--- config.mk ---
export PLATFORM = sky130hd
export DESIGN_NAME = adc_mask_ctrl
export DESIGN_NICKNAME = d
export VERILOG_FILES = /design/src/rtl/adc_mask_pkg.sv /design/src/rtl/adc_mask_regs.sv /design/src/rtl/adc_mask_seq.sv /design/src/rtl/adc_mask_bank.sv /design/src/rtl/adc_mask_ctrl.sv
export SDC_FILE = /design/constraint.sdc
export NUM_CORES = 1
export LEC_CHECK = 0
export CELL_PAD_IN_SITES_DETAIL_PLACEMENT = 2
export CELL_PAD_IN_SITES_GLOBAL_PLACEMENT = 2
export CORE_MARGIN = 2
export CORE_UTILIZATION = 25
export DETAILED_ROUTE_END_ITERATION = 10
export PLACE_DENSITY_LB_ADDON = 0.1
export SYNTH_ARGS = -nofsm -noshare
export SYNTH_HDL_FRONTEND = slang
export SYNTH_SLANG_ARGS = --single-unit
--- constraint.sdc ---
create_clock -name clk -period 7.9 [get_ports clk]
set_input_delay 1.58 -clock clk [delete_from_list [all_inputs] [get_ports clk]]
set_output_delay 1.58 -clock clk [all_outputs]
set_load 0.005 [all_outputs]
--- src/rtl/adc_mask_pkg.sv ---
package adc_mask_pkg;
  localparam int unsigned ADDR_W = 12;

  localparam logic [ADDR_W-1:0] A_CONV = 12'h000;
  localparam logic [ADDR_W-1:0] A_PDLY = 12'h004;
  localparam logic [ADDR_W-1:0] A_SWIN = 12'h00C;
  localparam logic [ADDR_W-1:0] A_IEN  = 12'h104;
  localparam logic [ADDR_W-1:0] A_STAT = 12'h10C;
  localparam logic [ADDR_W-1:0] A_IPND = 12'h110;
  localparam logic [ADDR_W-1:0] A_RES  = 12'h120;

  localparam int unsigned START_BIT  = 4;
  localparam int unsigned SINGLE_BIT = 5;
  localparam int unsigned CHAN_W     = 4;

  localparam logic [15:0] PDLY_RST = 16'h0020;
  localparam logic [15:0] SWIN_RST = 16'h000C;

  typedef enum logic [1:0] {PH_IDLE, PH_PWR, PH_SMP, PH_SAR} phase_e;

  // bits enabled by the upper half take the new value, the rest keep theirs
  function automatic logic [15:0] mask_merge(input logic [15:0] cur,
                                             input logic [31:0] wd);
    return (cur & ~wd[31:16]) | (wd[15:0] & wd[31:16]);
  endfunction

  // a phase of length lim ends on count lim-1; lim of zero behaves as one
  function automatic logic phase_last(input logic [15:0] cnt,
                                      input logic [15:0] lim);
    return cnt == ((lim == 16'd0) ? 16'd0 : lim - 16'd1);
  endfunction
endpackage

--- src/rtl/adc_mask_regs.sv ---
module adc_mask_regs
  import adc_mask_pkg::*;
#(
  parameter int NCH = 8,
  parameter int RES = 12
) (
  input  logic              clk,
  input  logic              rst_n,
  input  logic              reg_wr,
  input  logic [ADDR_W-1:0] reg_addr,
  input  logic [31:0]       reg_wdata,
  output logic [31:0]       reg_rdata,
  input  logic              busy,
  input  logic              start_ack,
  input  logic              conv_done,
  input  logic [NCH*RES-1:0] rb_flat,
  output logic              conv_wr,
  output logic              ipnd_clr,
  output logic              start_q,
  output logic              single_q,
  output logic [CHAN_W-1:0] chan_q,
  output logic [15:0]       pdly_q,
  output logic [15:0]       swin_q,
  output logic              ien_q,
  output logic              pend_q
);
  localparam int IDX_W = ADDR_W - 2;

  logic [15:0] ctrl_q, ctrl_nxt, merged;

  assign conv_wr  = reg_wr && (reg_addr == A_CONV);
  assign ipnd_clr = reg_wr && (reg_addr == A_IPND) && reg_wdata[0];

  assign start_q  = ctrl_q[START_BIT];
  assign single_q = ctrl_q[SINGLE_BIT];
  assign chan_q   = ctrl_q[CHAN_W-1:0];

  always_comb begin
    ctrl_nxt = ctrl_q;
    if (start_ack) ctrl_nxt[START_BIT] = 1'b0;
    merged = mask_merge(ctrl_nxt, reg_wdata);
    if (busy) merged[START_BIT] = ctrl_nxt[START_BIT];
    if (conv_wr) ctrl_nxt = merged;
  end

  always_ff @(posedge clk or negedge rst_n) begin
    if (!rst_n) begin
      ctrl_q <= '0;
      pdly_q <= PDLY_RST;
      swin_q <= SWIN_RST;
      ien_q  <= 1'b0;
      pend_q <= 1'b0;
    end else begin
      ctrl_q <= ctrl_nxt;
      if (reg_wr && reg_addr == A_PDLY) pdly_q <= mask_merge(pdly_q, reg_wdata);
      if (reg_wr && reg_addr == A_SWIN) swin_q <= mask_merge(swin_q, reg_wdata);
      if (reg_wr && reg_addr == A_IEN && reg_wdata[16]) ien_q <= reg_wdata[0];
      if (conv_done)     pend_q <= 1'b1;
      else if (ipnd_clr) pend_q <= 1'b0;
    end
  end

  // read path
  logic [ADDR_W-1:0] res_off;
  logic [IDX_W-1:0]  res_idx;
  logic              res_hit;
  logic [RES-1:0]    res_val;

  assign res_off = reg_addr - A_RES;
  assign res_idx = res_off[ADDR_W-1:2];
  assign res_hit = (reg_addr >= A_RES) && (res_off[1:0] == 2'b00) && (int'(res_idx) < NCH);

  always_comb begin
    res_val = '0;
    for (int k = 0; k < NCH; k++)
      if (res_hit && int'(res_idx) == k) res_val = rb_flat[k*RES +: RES];
  end

  always_comb begin
    reg_rdata = '0;
    unique case (reg_addr)
      A_CONV:  reg_rdata = {16'h0, ctrl_q};
      A_PDLY:  reg_rdata = {16'h0, pdly_q};
      A_SWIN:  reg_rdata = {16'h0, swin_q};
      A_IEN:   reg_rdata = {31'h0, ien_q};
      A_STAT:  reg_rdata = {31'h0, busy};
      A_IPND:  reg_rdata = {31'h0, pend_q};
      default: reg_rdata = {{(32-RES){1'b0}}, res_val};
    endcase
  end
endmodule

--- src/rtl/adc_mask_seq.sv ---
module adc_mask_seq
  import adc_mask_pkg::*;
#(
  parameter int NCH = 8,
  parameter int RES = 12
) (
  input  logic              clk,
  input  logic              rst_n,
  input  logic              start_q,
  input  logic              single_q,
  input  logic [CHAN_W-1:0] chan_q,
  input  logic [15:0]       pdly_q,
  input  logic [15:0]       swin_q,
  input  logic              cmp_in,
  output logic              start_ack,
  output logic              launch,
  output logic              busy,
  output logic              in_sar,
  output logic              sample_hold,
  output logic [$clog2(RES)-1:0] bit_idx,
  output logic [RES-1:0]    dac_code,
  output logic              conv_done,
  output logic [((NCH > 1) ? $clog2(NCH) : 1)-1:0] done_chan,
  output logic [RES-1:0]    done_data
);
  localparam int BIT_W = $clog2(RES);
  localparam int SEL_W = (NCH > 1) ? $clog2(NCH) : 1;

  phase_e           ph_q;
  logic [15:0]      cnt_q;
  logic [BIT_W-1:0] bit_q;
  logic [RES-1:0]   sar_q, trial, keep;
  logic [SEL_W-1:0] chan_lat;
  logic             chan_ok;

  function automatic logic [RES-1:0] trial_of(input logic [RES-1:0] acc,
                                              input logic [BIT_W-1:0] idx);
    return acc | (RES'(1) << idx);
  endfunction

  assign chan_ok     = int'(chan_q) < NCH;
  assign start_ack   = (ph_q == PH_IDLE) && start_q;
  assign launch      = start_ack && single_q && chan_ok;
  assign busy        = ph_q != PH_IDLE;
  assign in_sar      = ph_q == PH_SAR;
  assign sample_hold = ph_q == PH_SMP;
  assign bit_idx     = bit_q;
  assign trial       = trial_of(sar_q, bit_q);
  assign keep        = cmp_in ? trial : sar_q;
  assign dac_code    = in_sar ? trial : '0;
  assign conv_done   = in_sar && (bit_q == '0);
  assign done_chan   = chan_lat;
  assign done_data   = keep;

  always_ff @(posedge clk or negedge rst_n) begin
    if (!rst_n) begin
      ph_q     <= PH_IDLE;
      cnt_q    <= '0;
      bit_q    <= '0;
      sar_q    <= '0;
      chan_lat <= '0;
    end else begin
      unique case (ph_q)
        PH_IDLE: if (launch) begin
          ph_q     <= PH_PWR;
          cnt_q    <= '0;
          chan_lat <= chan_q[SEL_W-1:0];
        end
        PH_PWR: if (phase_last(cnt_q, pdly_q)) begin
          ph_q  <= PH_SMP;
          cnt_q <= '0;
        end else cnt_q <= cnt_q + 16'd1;
        PH_SMP: if (phase_last(cnt_q, swin_q)) begin
          ph_q  <= PH_SAR;
          cnt_q <= '0;
          bit_q <= BIT_W'(RES - 1);
          sar_q <= '0;
        end else cnt_q <= cnt_q + 16'd1;
        PH_SAR: begin
          sar_q <= keep;
          if (bit_q == '0) ph_q <= PH_IDLE;
          else bit_q <= bit_q - 1'b1;
        end
        default: ph_q <= PH_IDLE;
      endcase
    end
  end
endmodule

--- src/rtl/adc_mask_bank.sv ---
module adc_mask_bank #(
  parameter int NCH = 8,
  parameter int RES = 12
) (
  input  logic                 clk,
  input  logic                 rst_n,
  input  logic                 conv_done,
  input  logic [((NCH > 1) ? $clog2(NCH) : 1)-1:0] done_chan,
  input  logic [RES-1:0]       done_data,
  output logic [NCH*RES-1:0]   rb_flat
);
  localparam int SEL_W = (NCH > 1) ? $clog2(NCH) : 1;

  for (genvar g = 0; g < NCH; g++) begin : g_slot
    logic [RES-1:0] slot_q;
    always_ff @(posedge clk or negedge rst_n) begin
      if (!rst_n) slot_q <= '0;
      else if (conv_done && done_chan == SEL_W'(g)) slot_q <= done_data;
    end
    assign rb_flat[g*RES +: RES] = slot_q;
  end
endmodule

--- src/rtl/adc_mask_ctrl.sv ---
module adc_mask_ctrl
  import adc_mask_pkg::*;
#(
  parameter int NCH = 8,
  parameter int RES = 12
) (
  input  logic              clk,
  input  logic              rst_n,
  input  logic              reg_wr,
  input  logic [ADDR_W-1:0] reg_addr,
  input  logic [31:0]       reg_wdata,
  output logic [31:0]       reg_rdata,
  input  logic              cmp_in,
  output logic [RES-1:0]    dac_code,
  output logic              afe_pwr,
  output logic              sample_hold,
  output logic              irq
);
  localparam int BIT_W = $clog2(RES);
  localparam int SEL_W = (NCH > 1) ? $clog2(NCH) : 1;

  logic              busy, start_ack, launch, in_sar, conv_done;
  logic              conv_wr, ipnd_clr;
  logic              start_q, single_q, ien_q, pend_q;
  logic [CHAN_W-1:0] chan_q;
  logic [15:0]       pdly_q, swin_q;
  logic [BIT_W-1:0]  bit_idx;
  logic [SEL_W-1:0]  done_chan;
  logic [RES-1:0]    done_data;
  logic [NCH*RES-1:0] rb_flat;

  adc_mask_regs #(.NCH(NCH), .RES(RES)) u_regs (
    .clk(clk), .rst_n(rst_n), .reg_wr(reg_wr), .reg_addr(reg_addr),
    .reg_wdata(reg_wdata), .reg_rdata(reg_rdata), .busy(busy),
    .start_ack(start_ack), .conv_done(conv_done), .rb_flat(rb_flat),
    .conv_wr(conv_wr), .ipnd_clr(ipnd_clr), .start_q(start_q),
    .single_q(single_q), .chan_q(chan_q), .pdly_q(pdly_q), .swin_q(swin_q),
    .ien_q(ien_q), .pend_q(pend_q)
  );

  adc_mask_seq #(.NCH(NCH), .RES(RES)) u_seq (
    .clk(clk), .rst_n(rst_n), .start_q(start_q), .single_q(single_q),
    .chan_q(chan_q), .pdly_q(pdly_q), .swin_q(swin_q), .cmp_in(cmp_in),
    .start_ack(start_ack), .launch(launch), .busy(busy), .in_sar(in_sar),
    .sample_hold(sample_hold), .bit_idx(bit_idx), .dac_code(dac_code),
    .conv_done(conv_done), .done_chan(done_chan), .done_data(done_data)
  );

  adc_mask_bank #(.NCH(NCH), .RES(RES)) u_bank (
    .clk(clk), .rst_n(rst_n), .conv_done(conv_done), .done_chan(done_chan),
    .done_data(done_data), .rb_flat(rb_flat)
  );

  assign afe_pwr = busy;
  assign irq     = pend_q & ien_q;
endmodule

==> run_results.csv <==
group,metric,value,unit
status,outcome,"finished, final reports clean",
sta,skew,11.9,ps
floorplanning,die_w,211,um
logic_synthesis,yosysTopAreaCellShare,0.422,
setup_path,crit_top_cell,"nor2_1",
sta,min_period,6740,ps
clock_tree,clk_latency,460,ps
sta,worst_pin_slew,1200,ps
drt,drtIter0Drc,383,
pwr,p_per_area,213,nW/um2
logic_synthesis,yosys.area.top_type,"dfrtp_1",
global_routing,grt_usage,0.186,
logic_synthesis,syn-instance-count,1179,
clock_tree,cts_tree,"yes",
floorplanning,core,42000,um2
sta,layout_setup_ws,1160,ps
global_routing,grt_overflow,0,
logic_synthesis,yosysSeqAreaShare,0.429,
place,place_congestion,0.771,
pwr,ir_drop,0.0921,mV
drt,dr.pass1.iters,4,
cells_and_area,fin_area,12500,um2
logic_synthesis,ys.flop_type,"dfrtp_1",
drt,ant_nets,0,
floorplanning,die-area,44400,um2
cells_and_area,syn_to_final_growth,16.7,%
sta,finalSetupTns,0,ps
job,timing.max_cap.violations,0,
clock_tree,cts-root-buf,"clkbuf_16",
sta,hold_ws,485,ps
cells_and_area,layout.cells.non_filler,1763,
setup_path,critPathMaxFanout,12,
logic_synthesis,synth_seq_cells,183,
place,dp.cells,1730,
setup_path,cp_slowest_stage_delay,830,ps
clock_tree,numCtsBuffers,17,
place,post_dp_cell_area,11900,um2
drt,via_per_inst,5.10,
clock_tree,cts.clk_slew.worst_paths,70,ps
floorplanning,die_h,211,um
setup_path,worstPathCellList,"clkdlybuf4s50_1, or4_1, nor2_1, nand4_1, nor2_1, a21oi_1, a2111oi_0, nor2_1, o22ai_1, clkdlybuf4s50_1",
setup_path,critPathLaunchType,"input pin",
global_routing,grt_max_degree,89,
clock_tree,hold_buffers,0,
setup_path,critPathSlowestCell,"nor2_1",
floorplanning,num_rows,75,
global_routing,grt_pass1_wl,61.9,mm
drt,route.final.wire_length,40.2,mm
sta,relSlewSlack,0.199,
setup_path,crit_type,"in -> out",
sta,slew_viol_final,0,
global_routing,grt_pass1_vias,9714,
clock_tree,cts.sinks,183,
place,hpwlAfterDp,28.9,mm
min_path,hp-class,"reg -> reg",
global_routing,antenna_found_initial,0,
logic_synthesis,ys_types,77,
place,pre_cts_slack,1170,ps
sta,hold_viol_final,0,
logic_synthesis,yosys_warnings,0,
cells_and_area,nets,1272,
sta,finalSetupViolations,0,
sta,rsz0062_at_grt,"false",
drt,routedWlPerCell,22.8,um
logic_synthesis,synth_top_cells_by_count,"dfrtp_1 (180), nand2_1 (147), nor2_1 (139)",
floorplanning,pin_count,95,
logic_synthesis,synth_edf_count,0,
setup_path,arrival,5160,ps
cells_and_area,drive_above_1_share,0.122,
floorplanning,initial_core_util,0.254,
logic_synthesis,synthArstFlopShare,1.00,
place,port-buffer-count,78,
drt,drc_errors,0,
logic_synthesis,syn_area,10700,um2
clock_tree,post_cts_buffers,0,
setup_path,critPathTopFamily,"simple AND/OR/NAND/NOR gates",
setup_path,end_kind,"primary output",
sta,fmax,148,MHz
pwr,leakagePower,0.00509,uW
logic_synthesis,syn_avg_cell_area,9.06,um2
clock_tree,cts_max_level,4,
clock_tree,clock_path_buffers,2,
logic_synthesis,synthTopCellsByArea,"dfrtp_1 (42%), mux2_2 (5.8%), nand2_1 (5.2%), nor2_1 (4.9%), a21oi_1 (4.5%)",
setup_path,crit_required,6320,ps
logic_synthesis,synth.most_common_cell,"dfrtp_1",
drt,via_count,8991,
setup_path,critPathBufInv,2,
clock_tree,cts_resized,0,
sta,min_period_over_period,0.853,
[path summary, 6_finish.rpt]
path                       slack [ps]                                      end  cells after the start                                     from
hold reg to reg                   490  u_bank.g_slot[5].slot_q[10]$_DFFE_PN0P_                      2  u_bank.g_slot[5].slot_q[10]$_DFFE_PN0P_
hold / removal                    490  u_bank.g_slot[5].slot_q[10]$_DFFE_PN0P_                      2  u_bank.g_slot[5].slot_q[10]$_DFFE_PN0P_
min in group asynchronous        1170               u_seq.sar_q[9]$_DFFE_PN0P_                      1                                    rst_n
setup / recovery                 1160                             reg_rdata[5]                     10                              reg_addr[1]
setup reg to reg                 3490                u_seq.ph_q[1]$_DFFE_PN0P_                     12                                flip-flop
max in group asynchronous        5480   u_bank.g_slot[7].slot_q[7]$_DFFE_PN0P_                      2                                    rst_n
[placed cells by master (no fill, tap or decap), drive strengths merged, types with 4 or more instances in the layout]
cell	n
nand3	17
nand2	148
and3	10
nand3b	4
nand2b	22
or3	10
or2	4
a221o	5
ha	14
a21o	10
mux4	13
buf	22
a221oi	11
a2111oi	11
clkbuf	20
nor4	17
mux2i	29
o22ai	24
clkdlybuf4s50	75
a22oi	4
nor3	22
o21ai	75
nand4	11
conb	16
inv	29
a311oi	4
xor2	7
a31oi	15
a211oi	5
or4	7
clkinv	5
mux2	57
and2	5
xnor2	22
a21oi	98
nor2b	7
dfrtp	180
nor3b	6
o31ai	4
nor2	139
[report_power, final]
| group | switching (uW) | internal [uW] |
|---|---|---|
| sequential | 63.6 | 1000 |
| combinational | 471 | 234 |
| clock | 431 | 453 |
| total | 966 | 1690 |
[per-layer routing]
layer | global-route usage | wire (um) | vias to the layer above
li1 | - | - | 4235
met1 | 0.241 | 18500 | 4636
met2 | 0.325 | 20300 | 84
met3 | 0.0259 | 808 | 36
met4 | 0.0493 | 675 | 0
met5 | 0 | 0 | -
[per-stage QoR]
| step | util | power, uW |
|---|---|---|
| final | 0.296 | 2650 |
| after global routing | 0.296 | 2810 |
| after CTS | 0.296 | 2720 |
| after detailed placement | 0.283 | 1810 |
| after global placement | 0.283 | 1800 |
| after floorplan | - | 1480 |
[cell families (layout without fill, tap and decap cells)]
family | Yosys count | count (layout) | share of synthesized area
and+or+nand+nor | 442 | 442 | 0.197
AOI/OAI and AO/OA | 285 | 285 | 0.165
DFF | 183 | 183 | 0.429
buffers and inverters | 126 | 155 | 0.0540
muxes | 99 | 99 | 0.115
xor gates and xnor gates | 29 | 29 | 0.0238
adders and majority gates | 14 | 14 | 0.0164
other | 1 | 17 | 0.000351
[worst reg2reg max path, cell delays in order (launching register included)]
cell	delay, ps
dfrtp_1	490
inv_1	130
ha_1	490
or4b_2	660
nor4_1	550
nor2_1	110
mux2_2	280
o21ai_0	330
o31ai_1	150
o31ai_2	260
buf_4	260
and4_1	260
mux2_1	340
[layout make-up]
class	instances	area, um2
sequential	183	4580
inverter	25	93.8
multi-input combinational	885	5600
fill	4717	29600
clock inverter	13	140
clock buffer	19	443
tap	539	674
timing repair buffer	98	925
antenna	1	2.50
(Power assumes the default switching activity.)
